File: src/rtl/smb_blk_pkg.sv
package smb_blk_pkg;
  typedef enum logic [2:0] {PH_IDLE, PH_RX, PH_ACK, PH_TX, PH_MACK} bus_ph_e;
  typedef enum logic [2:0] {FL_ADDR, FL_IDX, FL_CNT, FL_WDAT, FL_RD} field_e;

  function automatic logic [7:0] reg_reset(input int k);
    case (k)
      1:       return 8'h47;
      3:       return 8'hFF;
      4:       return 8'hC7;
      5:       return 8'hDF;
      6:       return 8'h03;
      default: return 8'h00;
    endcase
  endfunction
endpackage

File: src/rtl/smb_line_sync.sv
module smb_line_sync #(
  parameter int STAGES = 2
) (
  input  logic clk,
  input  logic rst_n,
  input  logic scl_i,
  input  logic sda_i,
  output logic scl_s,
  output logic sda_s,
  output logic scl_rise,
  output logic scl_fall,
  output logic start_p,
  output logic stop_p
);
  localparam int W = STAGES + 1;
  logic [W-1:0] scl_p, sda_p;

  always_ff @(posedge clk or negedge rst_n) begin
    if (!rst_n) begin
      scl_p <= '1;
      sda_p <= '1;
    end else begin
      scl_p <= {scl_p[W-2:0], scl_i};
      sda_p <= {sda_p[W-2:0], sda_i};
    end
  end

  logic scl_q, sda_q;
  assign scl_s    = scl_p[W-2];
  assign sda_s    = sda_p[W-2];
  assign scl_q    = scl_p[W-1];
  assign sda_q    = sda_p[W-1];
  assign scl_rise = scl_s & ~scl_q;
  assign scl_fall = ~scl_s & scl_q;
  assign start_p  = scl_s & scl_q & sda_q & ~sda_s;
  assign stop_p   = scl_s & scl_q & ~sda_q & sda_s;
endmodule

File: src/rtl/smb_regfile.sv
module smb_regfile
  import smb_blk_pkg::*;
#(
  parameter int         NREG      = 8,
  parameter logic [3:0] REV_ID    = 4'h0,
  parameter logic [3:0] VENDOR_ID = 4'h1
) (
  input  logic              clk,
  input  logic              rst_n,
  input  logic              wr_req,
  input  logic [7:0]        wr_idx,
  input  logic [7:0]        wr_data,
  input  logic [7:0]        rd_idx,
  input  logic [1:0]        fsel_i,
  output logic [7:0]        rd_data,
  output logic [8*NREG-1:0] regs_o
);
  localparam int         IW   = $clog2(NREG);
  localparam logic [7:0] LAST = 8'(NREG - 1);

  logic [7:0] img [NREG];

  for (genvar k = 0; k < NREG; k++) begin : g_reg
    if (k == 0) begin : g_status
      assign img[k] = {6'b0, fsel_i};
    end else if (k == NREG - 1) begin : g_ident
      assign img[k] = {REV_ID, VENDOR_ID};
    end else begin : g_rw
      logic [7:0] q;
      always_ff @(posedge clk or negedge rst_n) begin
        if (!rst_n) q <= reg_reset(k);
        else if (wr_req && wr_idx == 8'(k)) q <= wr_data;
      end
      assign img[k] = q;
    end
    assign regs_o[8*k +: 8] = img[k];
  end

  assign rd_data = (rd_idx <= LAST) ? img[rd_idx[IW-1:0]] : 8'h00;
endmodule

File: src/rtl/smb_blk_engine.sv
module smb_blk_engine
  import smb_blk_pkg::*;
#(
  parameter logic [6:0] DEV_ADDR = 7'h69,
  parameter logic [7:0] CNT_RST  = 8'd8
) (
  input  logic       clk,
  input  logic       rst_n,
  input  logic       sda_s,
  input  logic       scl_rise,
  input  logic       scl_fall,
  input  logic       start_p,
  input  logic       stop_p,
  input  logic [7:0] rd_data,
  output logic       sda_oe,
  output logic       wr_req,
  output logic [7:0] wr_idx,
  output logic [7:0] wr_data,
  output logic [7:0] idx
);
  bus_ph_e    ph;
  field_e     fld;
  logic [2:0] bitn;
  logic       got8, mack;
  logic [7:0] sh, tx, last_cnt, left;

  always_ff @(posedge clk or negedge rst_n) begin
    if (!rst_n) begin
      ph <= PH_IDLE;  fld <= FL_ADDR;  bitn <= '0;  got8 <= 1'b0;  mack <= 1'b0;
      sh <= '0;  tx <= '0;  last_cnt <= CNT_RST;  left <= '0;  idx <= '0;
      sda_oe <= 1'b0;  wr_req <= 1'b0;  wr_idx <= '0;  wr_data <= '0;
    end else begin
      wr_req <= 1'b0;
      if (start_p) begin
        ph <= PH_RX;  fld <= FL_ADDR;  bitn <= '0;  got8 <= 1'b0;  sda_oe <= 1'b0;
      end else if (stop_p) begin
        ph <= PH_IDLE;  sda_oe <= 1'b0;
      end else begin
        case (ph)
          PH_RX: begin
            if (scl_rise) begin
              sh <= {sh[6:0], sda_s};
              if (bitn == 3'd7) got8 <= 1'b1;
              else bitn <= bitn + 3'd1;
            end else if (scl_fall && got8) begin
              got8 <= 1'b0;  bitn <= '0;  ph <= PH_ACK;  sda_oe <= 1'b1;
              case (fld)
                FL_ADDR: begin
                  if (sh[7:1] != DEV_ADDR) begin
                    ph <= PH_IDLE;  sda_oe <= 1'b0;
                  end else begin
                    fld <= sh[0] ? FL_RD : FL_IDX;
                  end
                end
                FL_IDX: begin idx <= sh; fld <= FL_CNT; end
                FL_CNT: begin last_cnt <= sh; left <= sh; fld <= FL_WDAT; end
                FL_WDAT: begin
                  if (left == 8'd0) begin
                    ph <= PH_IDLE;  sda_oe <= 1'b0;
                  end else begin
                    left <= left - 8'd1;  wr_req <= 1'b1;  wr_idx <= idx;
                    wr_data <= sh;  idx <= idx + 8'd1;
                  end
                end
                default: begin ph <= PH_IDLE; sda_oe <= 1'b0; end
              endcase
            end
          end
          PH_ACK: begin
            if (scl_fall) begin
              if (fld == FL_RD) begin
                ph <= PH_TX;  tx <= last_cnt;  sda_oe <= ~last_cnt[7];
              end else begin
                ph <= PH_RX;  sda_oe <= 1'b0;
              end
            end
          end
          PH_TX: begin
            if (scl_fall) begin
              if (bitn == 3'd7) begin
                bitn <= '0;  ph <= PH_MACK;  sda_oe <= 1'b0;
              end else begin
                bitn <= bitn + 3'd1;  tx <= {tx[6:0], 1'b0};  sda_oe <= ~tx[6];
              end
            end
          end
          PH_MACK: begin
            if (scl_rise) mack <= ~sda_s;
            else if (scl_fall) begin
              if (mack) begin
                ph <= PH_TX;  tx <= rd_data;  sda_oe <= ~rd_data[7];  idx <= idx + 8'd1;
              end else begin
                ph <= PH_IDLE;
              end
            end
          end
          default: ;
        endcase
      end
    end
  end
endmodule

File: src/rtl/smb_blkreg_target.sv
module smb_blkreg_target #(
  parameter logic [6:0] DEV_ADDR  = 7'h69,
  parameter int         NREG      = 8,
  parameter logic [3:0] REV_ID    = 4'h0,
  parameter logic [3:0] VENDOR_ID = 4'h1
) (
  input  logic              clk,
  input  logic              rst_n,
  input  logic              scl_i,
  input  logic              sda_i,
  output logic              sda_oe,
  input  logic [1:0]        fsel_i,
  output logic [8*NREG-1:0] regs_o
);
  localparam logic [7:0] CNT_RST = 8'(NREG);

  logic       scl_s, sda_s, scl_rise, scl_fall, start_p, stop_p;
  logic       wr_req;
  logic [7:0] wr_idx, wr_data, idx, rd_data;

  smb_line_sync #(.STAGES(2)) u_sync (
    .clk(clk), .rst_n(rst_n), .scl_i(scl_i), .sda_i(sda_i),
    .scl_s(scl_s), .sda_s(sda_s), .scl_rise(scl_rise), .scl_fall(scl_fall),
    .start_p(start_p), .stop_p(stop_p)
  );

  smb_blk_engine #(.DEV_ADDR(DEV_ADDR), .CNT_RST(CNT_RST)) u_eng (
    .clk(clk), .rst_n(rst_n), .sda_s(sda_s), .scl_rise(scl_rise), .scl_fall(scl_fall),
    .start_p(start_p), .stop_p(stop_p), .rd_data(rd_data), .sda_oe(sda_oe),
    .wr_req(wr_req), .wr_idx(wr_idx), .wr_data(wr_data), .idx(idx)
  );

  smb_regfile #(.NREG(NREG), .REV_ID(REV_ID), .VENDOR_ID(VENDOR_ID)) u_regs (
    .clk(clk), .rst_n(rst_n), .wr_req(wr_req), .wr_idx(wr_idx), .wr_data(wr_data),
    .rd_idx(idx), .fsel_i(fsel_i), .rd_data(rd_data), .regs_o(regs_o)
  );
endmodule

File: config.mk
export PLATFORM = sky130hd
export DESIGN_NAME = smb_blkreg_target
export DESIGN_NICKNAME = d
export VERILOG_FILES = /design/src/rtl/smb_blk_pkg.sv /design/src/rtl/smb_line_sync.sv /design/src/rtl/smb_regfile.sv /design/src/rtl/smb_blk_engine.sv /design/src/rtl/smb_blkreg_target.sv
export SDC_FILE = /design/constraint.sdc
export NUM_CORES = 1
export LEC_CHECK = 0
export BUFFER_PORTS_ARGS = -buffer_cell sky130_fd_sc_hd__buf_2
export CORE_AREA = 8 8 114 142
export DETAILED_ROUTE_END_ITERATION = 8
export DIE_AREA = 0 0 122 150
export SYNTH_ARGS = -nofsm -noshare
export SYNTH_HDL_FRONTEND = slang
export SYNTH_SLANG_ARGS = --single-unit
File: constraint.sdc
create_clock -name clk -period 4.84 [get_ports clk]
set_input_delay 0.242 -clock clk [delete_from_list [all_inputs] [get_ports clk]]
set_output_delay 0.242 -clock clk [all_outputs]
set_load 0.005 [all_outputs]
### Word-level counts from Yosys, hierarchy flattened

Index checks and enable logic that the tools add are counted.

* register bits after elaboration: 122
* output and inout port bits: 65
* word-level logic and storage cells: 200

* add/subtract/negate cells: 3
* $lt $le $gt $ge: 2
* eq/ne operators: 43
* mux-type cells: 80
* bitwise logic cells: 19
* reductions and logical operators: 31

Operator list (number)
* 8-bit 2-to-1 mux: 10
* 3-bit 2-to-1 mux: 23
* 7-bit 2-to-1 mux: 7
* 8-bit case mux with 2 select lines: 3
* 4-bit by 3-bit inequality test with 1-bit output (second input constant): 7
* 1-bit 2-to-1 mux: 25
* 8-bit binary-select mux with 3-bit select: 1
* 8-bit by 3-bit equality test with 1-bit output (second input constant): 3
* 7-bit case mux with 3 select lines: 1
* 10-bit AND reduction: 2
* 3-bit case mux with 3 select lines: 2
* 8-bit by 2-bit equality test with 1-bit output (second input constant): 2
* 8-bit AND reduction: 2
* 2-bit by 1-bit inequality test with 1-bit output (second input constant): 7
* 7-bit AND reduction: 2
* 3-bit by 2-bit equality test with 1-bit output (second input constant): 4
* 4-bit inequality test (second input constant): 3
* 3-bit case mux with 4 select lines: 1
* 4-bit AND reduction: 3
* 6-bit AND reduction: 2
* 1-bit inverter: 11
* 2-bit inequality test (second input constant): 5
* 3-bit equality test (second input constant): 3
* 3-bit nonzero test: 3
* other kinds (25): 46

### Logic depth before layout (Yosys ltp)

Gate-level depths: netlist of the first run.

* depth in word-level cells: 12
* gate-level depth with buffers: 8
* gate-level depth less buffers: 7

### Hierarchy

Synthesis of the first run repeated with hierarchy kept, for this count alone.

* cells, all modules: 557
* area total of the unflattened synthesis: 6339.8 µm²

Modules (own cells, without submodules)
* smb_blk_engine: times used 1, cells an instance 355, area each 3619.7 µm²
* smb_regfile: times used 1, cells an instance 192, area each 2529.9 µm²
* smb_line_sync: times used 1, cells an instance 10, area each 190.2 µm²

### Worst setup path before layout of the first run

OpenSTA, ideal clock, no wires.

* kind: register to register
* start: register u_eng.wr_idx[4]
* end: register u_regs.g_reg[1].g_rw.q[3]
* library setup time: 0.125 ns
* arrival: 1.860 ns
* data required time: 4.715 ns
* path slack: 2.856 ns
* stages on the path, launching flop included: 6
* buffers on the path: 0
* period minus slack after synthesis: 1.984 ns
* cells stage by stage: dfrtp_1 or4b_4 nor3_4 nand2_2 nor3_4 mux2_2

* cells in the longest elaborated chain, start to end: 2

Ends and longest elaborated chain
* start, declared: line smb_blk_engine.sv:17 `output logic [7:0] wr_idx,`
* start signal, assigned: line smb_blk_engine.sv:31 `sda_oe <= 1'b0; wr_req <= 1'b0; wr_idx <= '0; wr_data <= '0;`
* start signal, assigned: line smb_blk_engine.sv:61 `left <= left - 8'd1; wr_req <= 1'b1; wr_idx <= idx;`
* 8-bit by 1-bit equality test with 1-bit output: line smb_regfile.sv:32 `else if (wr_req && wr_idx == 8'(k)) q <= wr_data;`
* 1-bit logical AND: line smb_regfile.sv:32
* end signal, assigned: line smb_regfile.sv:31 `if (!rst_n) q <= reg_reset(k);`
* end signal, assigned: line smb_regfile.sv:32
* end, declared: line smb_regfile.sv:29 `logic [7:0] q;`

No other way between the ends.
A chain may end at the register's enable or synchronous reset.

### Worst setup path in the final report of the first run

* start: register u_eng.fld[0]
* end: register u_eng.wr_idx[0]

* cells in the longest elaborated chain, start to end: 2

Ends and longest elaborated chain
* start, declared: line smb_blk_engine.sv:22 `field_e fld;`
* start signal, assigned: line smb_blk_engine.sv:52 `fld <= sh[0] ? FL_RD : FL_IDX;`
* 3-bit by 2-bit equality test with 1-bit output: line smb_blk_engine.sv:47 `case (fld)`
* 7-bit AND reduction (no source line)

No other way between the ends.

==> impl_metrics.toml, run 1 <==
[cells_and_area]
n_fill_cell = 1273
nNetsFinal = 597
layout-drive-gt1-share = 0.384
final_util = 0.501
antenna_cells = 0
area_growth_syn_to_layout_pct = 14.5

[die]
pin_count = 71
die_h_um = 150
start_util = 0.438
die_x_um = 122
die_area_mm2 = 0.0183
coreArea_mm2 = 0.0140
row_count = 49

[drt]
ant_nets = 0
firstDrtPassIters = 4
drc = 0
drt_iter0_drc = 256
vias = 4425
routedWlPerCell_um = 19.5
viasPerCell = 5.69
wl_um = 15200

[power_and_ir_drop]
vdd_drop_max_mv = 0.172
p_leak_uw = 0.00326
p_per_area_mw_per_mm2 = 323

[sta]
setup_viol = 0
fin_crit_ns = 2.54
clock_skew_ns = 0.0106
tns_ns = 0
rsz0062_at_grt = "false"
hold_viol_final = 39
hold_slack_ns = -0.0148
relSlewSlack = 0.359
finalCritPeriodShare = 0.525
tightest_slew_ns = 0.961
fmax_ghz = 0.394
slew_violations = 0

[placement]
gp_congestion = 0.827
port_buffers = 56
dp_hpwl_um = 10600

[critical_path]
rrSetupSlack_ns = 2.30
worst_r2r_path_depth = 4
reg2reg_from = "u_eng.fld[0]"
end_kind = "register"
path_max_fanout = 17
required_ns = 5.13
crit_path_start_kind = "register"
cp_data_arrival_time_ns = 2.83
r2r_end = "u_eng.wr_idx[0]"
crit_type = "register to register"

[synthesis]
synth_edf_count = 0
ys_ff_latch = 122
yosys.cell_types.count = 59
synth-seq-area-share = 0.504
postSynth.asyncResetShare = 1.00
netlist_area_mm2 = 0.00614
ys.flop_type = "dfrtp_1"
yosysWarnings = 0
synthCells = 538
syn_area_per_cell_um2 = 11.4

[global_routing]
grt-ovfl-total = 0
grt_pass1_wl_um = 24600
antenna_found_initial = 0
grt_pass1_vias = 4654
grtUsageTotal = 0.172
grt_max_degree = 72

[clock_network]
cts_tree = "done"
clock-sinks = 122
path_clk_slew_ns = 0.06
clockRootBuffer = "clkbuf_16"
cts_buffers = 17
clockBufferDepth = 2
h-tree-depth = 4
post_cts_buffers = 0
clock_latency_ns = 0.41

[min_path]
min_path_type = "primary input to async pin"

[job]
cap_violations = 0

[run_status]
status = "finished, violations left"
violations = "negative hold slack"
## worst max path at each step
stage	from	to
CTS	u_eng.fld[0]	u_eng.wr_idx[0]
global placement	u_eng.fld[0]	u_eng.wr_idx[6]
finish	u_eng.fld[0]	u_eng.wr_idx[0]
floorplan	u_eng.wr_idx[4]	u_regs.g_reg[1].g_rw.q[3]
detailed placement	u_eng.fld[0]	u_eng.wr_idx[6]
global route	u_eng.fld[0]	u_eng.wr_data[4]
## logic make-up (layout without fill, tap and decap cells)
logic type	count (synthesis)	in the layout	synth area share
buffers and inverters	56	105	0.0468
other	2	14	0.00122
XOR/XNOR	2	2	0.00285
flip-flops	122	122	0.504
multiplexers	103	103	0.190
AO/OA/AOI/OAI	118	118	0.125
adder cells (fa/ha/maj)	5	5	0.0102
AND/OR/NAND/NOR	130	130	0.120
## power by group
group	switching, uW	internal (uW)	leakage (uW)
clock	494	660	0.000253
sequential	21.3	1030	0.00157
combinational	42.1	20.7	0.00144
## cell usage in the layout (no fill, tap or decap), drive strengths merged, types with 9 or more instances in the layout
cell type,synthesis,final
clkbuf,15,17
conb,2,14
nand3,11,11
buf,28,58
a21oi,26,26
nor3,13,13
a22oi,9,9
nor2b,11,11
nand2,16,16
o21ai,29,29
dfstp,33,33
mux2i,10,10
mux2,91,91
o22ai,11,11
inv,13,17
nor2,41,41
dfrtp,89,89
## metal layers
layer	vias up	part of all wire	track usage
met5	-	0	0
met3	26	0.040	0.0404
met4	0	0.020	0.0668
li1	2041	-	-
met1	2253	0.44	0.212
met2	105	0.50	0.286
## critical path, stage by stage, from the launching register on
cell and delay (ns):
dfrtp_1 0.55, nand3b_1 0.39, nor2_1 0.27, nand3_1 0.66
mux2_2 0.54
## final cells by class
cell class	instances	area [um^2]	share of cell area
clock buffer	17	425	0.0605
clock inverter	15	118	0.0167
inverter	13	48.8	0.00694
multi-input combinational	372	2810	0.399
sequential	122	3090	0.440
tap	178	223	0.0317
timing repair buffer	60	318	0.0452
## sequential cells by signal (all words and copies together) (netlist names), 3 cells and up
signal / count
u_eng.last_cnt: 8
u_eng.wr_idx: 8
u_eng.ph: 3
u_eng.left: 8
u_eng.wr_data: 8
u_sync.scl_p: 3
u_eng.bitn: 3
u_eng.idx: 8
u_sync.sda_p: 3
u_eng.fld: 3
u_eng.tx: 7
u_regs.g.g_rw.q: 48
u_eng.sh: 8
## cell usage after synthesis (all sizes together) (3+ instances only)
cell type  count  area share
a2bb2oi        5      0.0071
a221o          4      0.0065
o31ai          7      0.0086
o32ai          4      0.0057
inv           13      0.0079
a31oi          3      0.0031
nand2         16       0.010
mux2          91        0.17
a21oi         26       0.021
buf           28       0.030
a21o           4      0.0049
nor2          41       0.025
o22ai         11       0.011
dfstp         33        0.14
dfrtp         89        0.36
a211oi         3      0.0037
ha             5       0.010
and3b          3      0.0043
nand2b         7      0.0071
mux2i         10       0.016
nand3b         5      0.0061
clkbuf        15      0.0092
nor3          13       0.014
a22oi          9       0.011
nor2b         11       0.011
nand4          5      0.0051
o21ai         29       0.024
nand3         11      0.0098
## stage by stage
| step | instance area (um^2) | hold WS [ns] | power [uW] | instances | setup slack (ns) |
|---|---|---|---|---|---|
| global placement | 6470 | 0.348 | 1130 | 743 | 2.38 |
| CTS | 7030 | 0.0113 | 2290 | 777 | 2.28 |
| floorplan | 6190 | -0.0536 | 1100 | 550 | 2.86 |
| global route | 7030 | 0.0552 | 2350 | 777 | 2.07 |
| finish | 7030 | -0.0148 | 2270 | 777 | 2.30 |
| detailed placement | 6470 | 0.349 | 1130 | 743 | 2.32 |
## repair_timing
| item | 4_1_cts | 5_1_grt |
|---|---|---|
| hold endpoints to repair | 2 | 0 |
| gates resized for setup | 0 | 0 |
| hold buffers | 2 | 0 |
Power figures use the tool's default switching activity.
==> inputs of run 2 (changes only) <==
- ABC_AREA: not set -> 1
- clock period: 4.84 -> 2.6 ns (I/O delays scaled with it)
==> run 2 against run 1 <==
  * The flow now finishes without violations
  * Final cell count increased by 30%
  * Flip-flop and latch count did not move
  * Count of clock-buffer cells in the layout is 3 higher
==> impl_metrics.toml, run 2 <==
[critical_path]
path_max_fanout = 20
end_kind = "register"
required_ns = 2.89
crit_chain = "inv_1 -> nor2_1 -> nand2_1 -> o211ai_1 -> nand2_1 -> nand3_1 -> a31oi_1"
crit_path_start_kind = "register"
cp_slowest_stage_delay_ns = 0.69
slowest_stage = "dfrtp_1"
rrSetupSlack_ns = 0.44
cp_common_cell = "nand2_1"
cp_data_arrival_time_ns = 2.45
crit_type = "register to register"
worst_r2r_path_depth = 7

[synthesis]
synth_fa_ha_area_frac = 0.0101
yosys-top-cells-area = "dfrtp_1, nand2_1, dfstp_2, o21ai_0, nand3_1"
synth_edf_count = 0
synth_top_area_share = 0.361
synth_xor_area_frac = 0.00852
syn_area_per_cell_um2 = 8.06
netlist_area_mm2 = 0.00617
ys_ff_latch = 122
synth_common_cells = "nand2_1, o21ai_0, dfrtp_1, inv_1, nand3_1"
synth_compound_area_frac = 0.141
yosysWarnings = 0
ys.flop_type = "dfrtp_1"
yosys.cell_types.count = 41
synth_top_family_by_area = "simple AND/OR/NAND/NOR gates"
muxShareOfSynthArea = 0
synthCells = 766
yosys.area_share.simple = 0.263
synth-seq-area-share = 0.501
synth_area_leader_cell = "dfrtp_1"
postSynth.asyncResetShare = 1.00
yosysMostFrequentCell = "nand2_1"

[placement]
dp_hpwl_um = 12100
placed_area_mm2 = 0.00653
gp_congestion = 0.872
port_buffers = 56
place_inst = 978

[cells_and_area]
final_cell_mix = "nand2_1, o21ai_0, dfrtp_1, buf_2, inv_1"
fin_area_mm2 = 0.00714
n_fill_cell = 1349
largest_register_ffs = 48
final_common_cell = "nand2_1"
finalNonFillerCells = 1013
nNetsFinal = 833
area_growth_syn_to_layout_pct = 15.8
antenna_cells = 0
largest_register = "u_regs.g.g_rw.q"
layout-drive-gt1-share = 0.195

[drt]
wl_um = 16400
routedWlPerCell_um = 16.2
drt_iter0_drc = 435
viasPerCell = 5.27
firstDrtPassIters = 5
drc = 0
vias = 5334
ant_nets = 0

[global_routing]
grt_pass1_wl_um = 26400
antenna_found_initial = 0
use_met2 = 0.302
grt_pass1_vias = 5137
grt_use_met1 = 0.217
grt-ovfl-total = 0
grtUsageTotal = 0.184
met3_usage = 0.0415
grt_max_degree = 66
busiest_layer = "met2"

[sta]
fin_crit_ns = 2.16
relSlewSlack = 0.528
clock_skew_ns = 0.00849
fmax_ghz = 0.463
finalCritPeriodShare = 0.831
hold_viol_final = 0
setup_viol = 0
slew_violations = 0
tns_ns = 0
tightest_slew_ns = 0.706
rsz0062_at_grt = "false"

[die]
die_x_um = 122
die_h_um = 150
pin_count = 71
start_util = 0.440
coreArea_mm2 = 0.0140
die_area_mm2 = 0.0183
row_count = 49

[clock_network]
cts_buffers = 17
cts_resized = 0
h-tree-depth = 4
clock_latency_ns = 0.42
path_clk_slew_ns = 0.06
clockBufferDepth = 2
clockRootBuffer = "clkbuf_16"
cts_tree = "done"
clock-sinks = 122

[run_status]
status = "finished, final reports clean"

[power_and_ir_drop]
p_leak_uw = 0.00335
p_per_area_mw_per_mm2 = 884
vdd_drop_max_mv = 0.563

[job]
cap_violations = 0

[min_path]
min_path_type = "primary input to async pin"
run 2: changes by cell type after synthesis, moves of 7 or more:
| cell | previous run | this run |
|---|---|---|
| nand3_1 | 10 | 49 |
| mux2_2 | 91 | 0 |
| a22oi_1 | 9 | 0 |
| inv_1 | 13 | 51 |
| nand2b_1 | 7 | 0 |
| nor2b_1 | 11 | 0 |
| nand2_1 | 15 | 237 |
| inv_2 | 0 | 8 |
| o21ai_0 | 28 | 119 |
| nor2_4 | 0 | 7 |
| mux2i_1 | 10 | 0 |
| a21oi_1 | 26 | 16 |
run 2: metrics by stage:
stage               utilization  total power (uW)  setup WS [ns]  hold WS [ns]
floorplan                     -              3630           1.07        -0.166
global placement          0.465              4020          0.513         0.189
detailed placement        0.465              4050          0.480         0.190
CTS                       0.509              6350          0.452         0.289
global route              0.509              6690          0.309         0.323
finish                    0.509              6320          0.440         0.280
run 2: what timing repair did:
item / in CTS / in global routing
buffers inserted: 0 / 0
hold buffers: 3 / 0
hold endpoints to repair: 31 / 0
endpoints found under the setup margin: 0 / 0
run 2: critical path, delay by kind of cell (launching register included):
kind / cells / cell delay, ns
flops: 1 / 0.69
buf+inv: 1 / 0.46
compound gates: 2 / 0.21
simple gates: 4 / 0.67
run 2: final cells by class:
type | count | area (um^2) | area share
Clock inverter | 12 | 115 | 0.0161
Inverter | 62 | 238 | 0.0333
Tap cell | 178 | 223 | 0.0312
Timing Repair Buffer | 62 | 348 | 0.0487
Clock buffer | 20 | 467 | 0.0653
Multi-Input combinational cell | 557 | 2660 | 0.372
Sequential cell | 122 | 3090 | 0.433
run 2: final timing paths:
| check | from | to |
|---|---|---|
| min in group clk | fsel_i[1] | u_eng.tx[1] |
| max in group asynchronous | rst_n | u_sync.sda_p[0] |
| setup reg to reg | u_eng.idx[1] | u_eng.tx[0] |
| hold reg to reg | u_sync.scl_p[0] | u_sync.scl_p[1] |
| hold / removal | rst_n | u_regs.g_reg[6].g_rw.q[2] |
| setup / recovery | u_eng.idx[1] | u_eng.tx[0] |
run 2: layer usage:
| layer | vias up | part of all wire | routed length (um) |
|---|---|---|---|
| li1 | 2598 | - | - |
| met5 | - | 0 | 0 |
| met4 | 0 | 0.033 | 546 |
| met3 | 38 | 0.053 | 869 |
| met1 | 2527 | 0.43 | 7070 |
| met2 | 171 | 0.48 | 7900 |
run 2: cells by family after synthesis:
kind of cell | after synthesis
xor gates and xnor gates | 6
DFF | 122
and+or+nand+nor | 370
other | 2
buffers and inverters | 99
adders and majority gates | 5
AOI/OAI and AO/OA | 162
run 2: power by group:
| part | switching [uW] | internal [uW] |
|---|---|---|
| clock network | 879 | 1400 |
| registers | 254 | 2100 |
| logic | 1140 | 544 |
==> inputs of run 3 (changes only) <==
- ABC_AREA: 1 -> 0
- clock period: 2.6 -> 2.1 ns (I/O delays scaled with it)
==> run 3 against run 2 <==
  * Clock skew grew 0.00058 ns
  * Worst hold slack better by 0.037 ns
  * Final cell count shrank 20%
  * Wire length is 8.4% lower
  * Via count shrank 15%
  * Sequential power up 3%
  * First-iteration DRC count is 37% lower
==> impl_metrics.toml, run 3 (same netlist as run 1, synthesis figures left out) <==
[cells_and_area]
multi_input_area_mm2 = 0.00285
antenna_cells = 0
largest_register = "u_regs.g.g_rw.q"
finalNonFillerCells = 812
largest_register_ffs = 48
nNetsFinal = 632
final_common_cell = "dfrtp_1"
final_cell_mix = "dfrtp_1, mux2_2, buf_2, nor2_1, dfstp_2"
layout-drive-gt1-share = 0.423
seqCellArea_mm2 = 0.00310
final_util = 0.535
area_growth_syn_to_layout_pct = 22.3
n_fill_cell = 1236

[sta]
setup_viol = 0
finalCritPeriodShare = 0.963
fin_crit_ns = 2.02
rsz0062_at_grt = "true"
setup_slack_ns = 0.0784
tns_ns = 0
tightest_slew_ns = 0.658
fmax_ghz = 0.495
slew_violations = 0
hold_viol_final = 0
clock_skew_ns = 0.00907
relSlewSlack = 0.562

[critical_path]
crit_type = "register to register"
crit_family = "simple AND/OR/NAND/NOR gates"
path_max_fanout = 8
required_ns = 2.40
end_kind = "register"
worst_r2r_path_depth = 6
crit_buf_inv = 2
slowest_stage = "or4b_4"
cp_common_cell = "buf_4"
cp_data_arrival_time_ns = 2.32
cp.depth = 6
crit_path_start_kind = "register"
crit_chain = "or4b_4 -> nor3_4 -> buf_4 -> nand4b_2 -> buf_4 -> mux2_2"
cp_slowest_stage_delay_ns = 0.55

[placement]
preCtsSetupSlack_ns = -0.219
dp_hpwl_um = 10700
place_inst = 775
gp_congestion = 0.832
port_buffers = 56

[clock_network]
path_clk_slew_ns = 0.06
h-tree-depth = 4
clock-sinks = 122
cts_buffers = 17
clockRootBuffer = "clkbuf_16"
cts_tree = "done"
clock_latency_ns = 0.42
clockBufferDepth = 2

[power_and_ir_drop]
net-switching-power_uw = 1240
p_leak_uw = 0.00352
seqPwrFrac = 0.424
clkPwrFrac = 0.549
vdd_drop_max_mv = 0.466
p_per_area_mw_per_mm2 = 764
p_int_uw = 4500
total_power_uw = 5740
swShare = 0.216
combPwrFrac = 0.027

[die]
die_area_mm2 = 0.0183
pin_count = 71
die_x_um = 122
start_util = 0.438
row_count = 49
coreArea_mm2 = 0.0140
die_h_um = 150

[global_routing]
grt_max_degree = 123
grt_pass1_vias = 4531
grt-ovfl-total = 0
grt_pass1_wl_um = 24200
grtUsageTotal = 0.170
antenna_found_initial = 0

[drt]
drc = 0
drt_iter0_drc = 275
vias = 4560
ant_nets = 0
firstDrtPassIters = 4
wl_um = 15000
viasPerCell = 5.62
routedWlPerCell_um = 18.5

[job]
cap_violations = 0

[min_path]
min_path_type = "primary input to async pin"

[run_status]
status = "finished, final reports clean"
[run 3: cell count changes in the layout (fill, tap and decap cells not counted), sizes merged, moves of 9 or more]
cell and delta:
nand2 -230, o21ai -97, mux2 +91, inv -50
nand3 -40, buf +33, nor2 -13, nor2b +11
a21oi +10, mux2i +10, a22oi +9
[run 3: worst paths after layout]
| path | start | end | slack [ns] |
|---|---|---|---|
| worst max-delay path | u_eng.wr_idx[4] | u_regs.g_reg[6].g_rw.q[2] | 0.08 |
| worst min-delay path | rst_n | u_eng.wr_idx[5] | 0.32 |
| worst max register to register | u_eng.wr_idx[4] | u_regs.g_reg[6].g_rw.q[2] | 0.08 |
| worst min register to register | u_sync.scl_p[0] | u_sync.scl_p[1] | 0.35 |
| max in group asynchronous | rst_n | u_regs.g_reg[2].g_rw.q[5] | 1.27 |
| min in group clk | sda_i | u_sync.sda_p[0] | 0.33 |
[run 3: tightest hold or removal path, stage by stage]
cell           delay, ns
dlygate4sd3_1       0.53
buf_4               0.11
buf_12              0.46
[run 3: area by class of cell]
class,count,share of cell area
flip-flops and latches,122,0.412
multi-input cells,372,0.380
repair buffers,95,0.0859
clock buffers,19,0.0603
well taps,178,0.0296
clock inverters,13,0.0256
inverters,13,0.00650
[run 3: metrics by stage]
stage	area, um^2	hold WS [ns]
2_1_floorplan	6190	-0.191
3_3_place_gp	6770	0.212
3_5_place_dp	6770	0.211
4_1_cts	7460	0.318
5_1_grt	7510	0.327
6_report	7510	0.316
[run 3: power by group through the flow]
stage | clock network (uW) | logic, uW | registers [uW]
global route | 3320 | 177 | 2440
floorplan | 0 | 97.1 | 2450
CTS | 3200 | 159 | 2430
detailed placement | 0 | 154 | 2470
global placement | 0 | 151 | 2470
finish | 3150 | 156 | 2430
[run 3: what timing repair did]
| item | 4_1_cts | 5_1_grt |
|---|---|---|
| resized for setup | 3 | 9 |
| setup buffers | 0 | 2 |
| hold buffers | 3 | 0 |
| setup endpoints to repair | 24 | 36 |
| hold endpoints to repair | 91 | 0 |
[run 3: per-layer routing]
layer / routed length [um] / share of wire / GRT usage / up-vias
li1: - / - / - / 2114
met2: 7450 / 0.50 / 0.274 / 106
met5: 0 / 0 / 0 / -
met1: 6620 / 0.44 / 0.213 / 2319
met4: 251 / 0.017 / 0.0606 / 0
met3: 683 / 0.046 / 0.0476 / 21
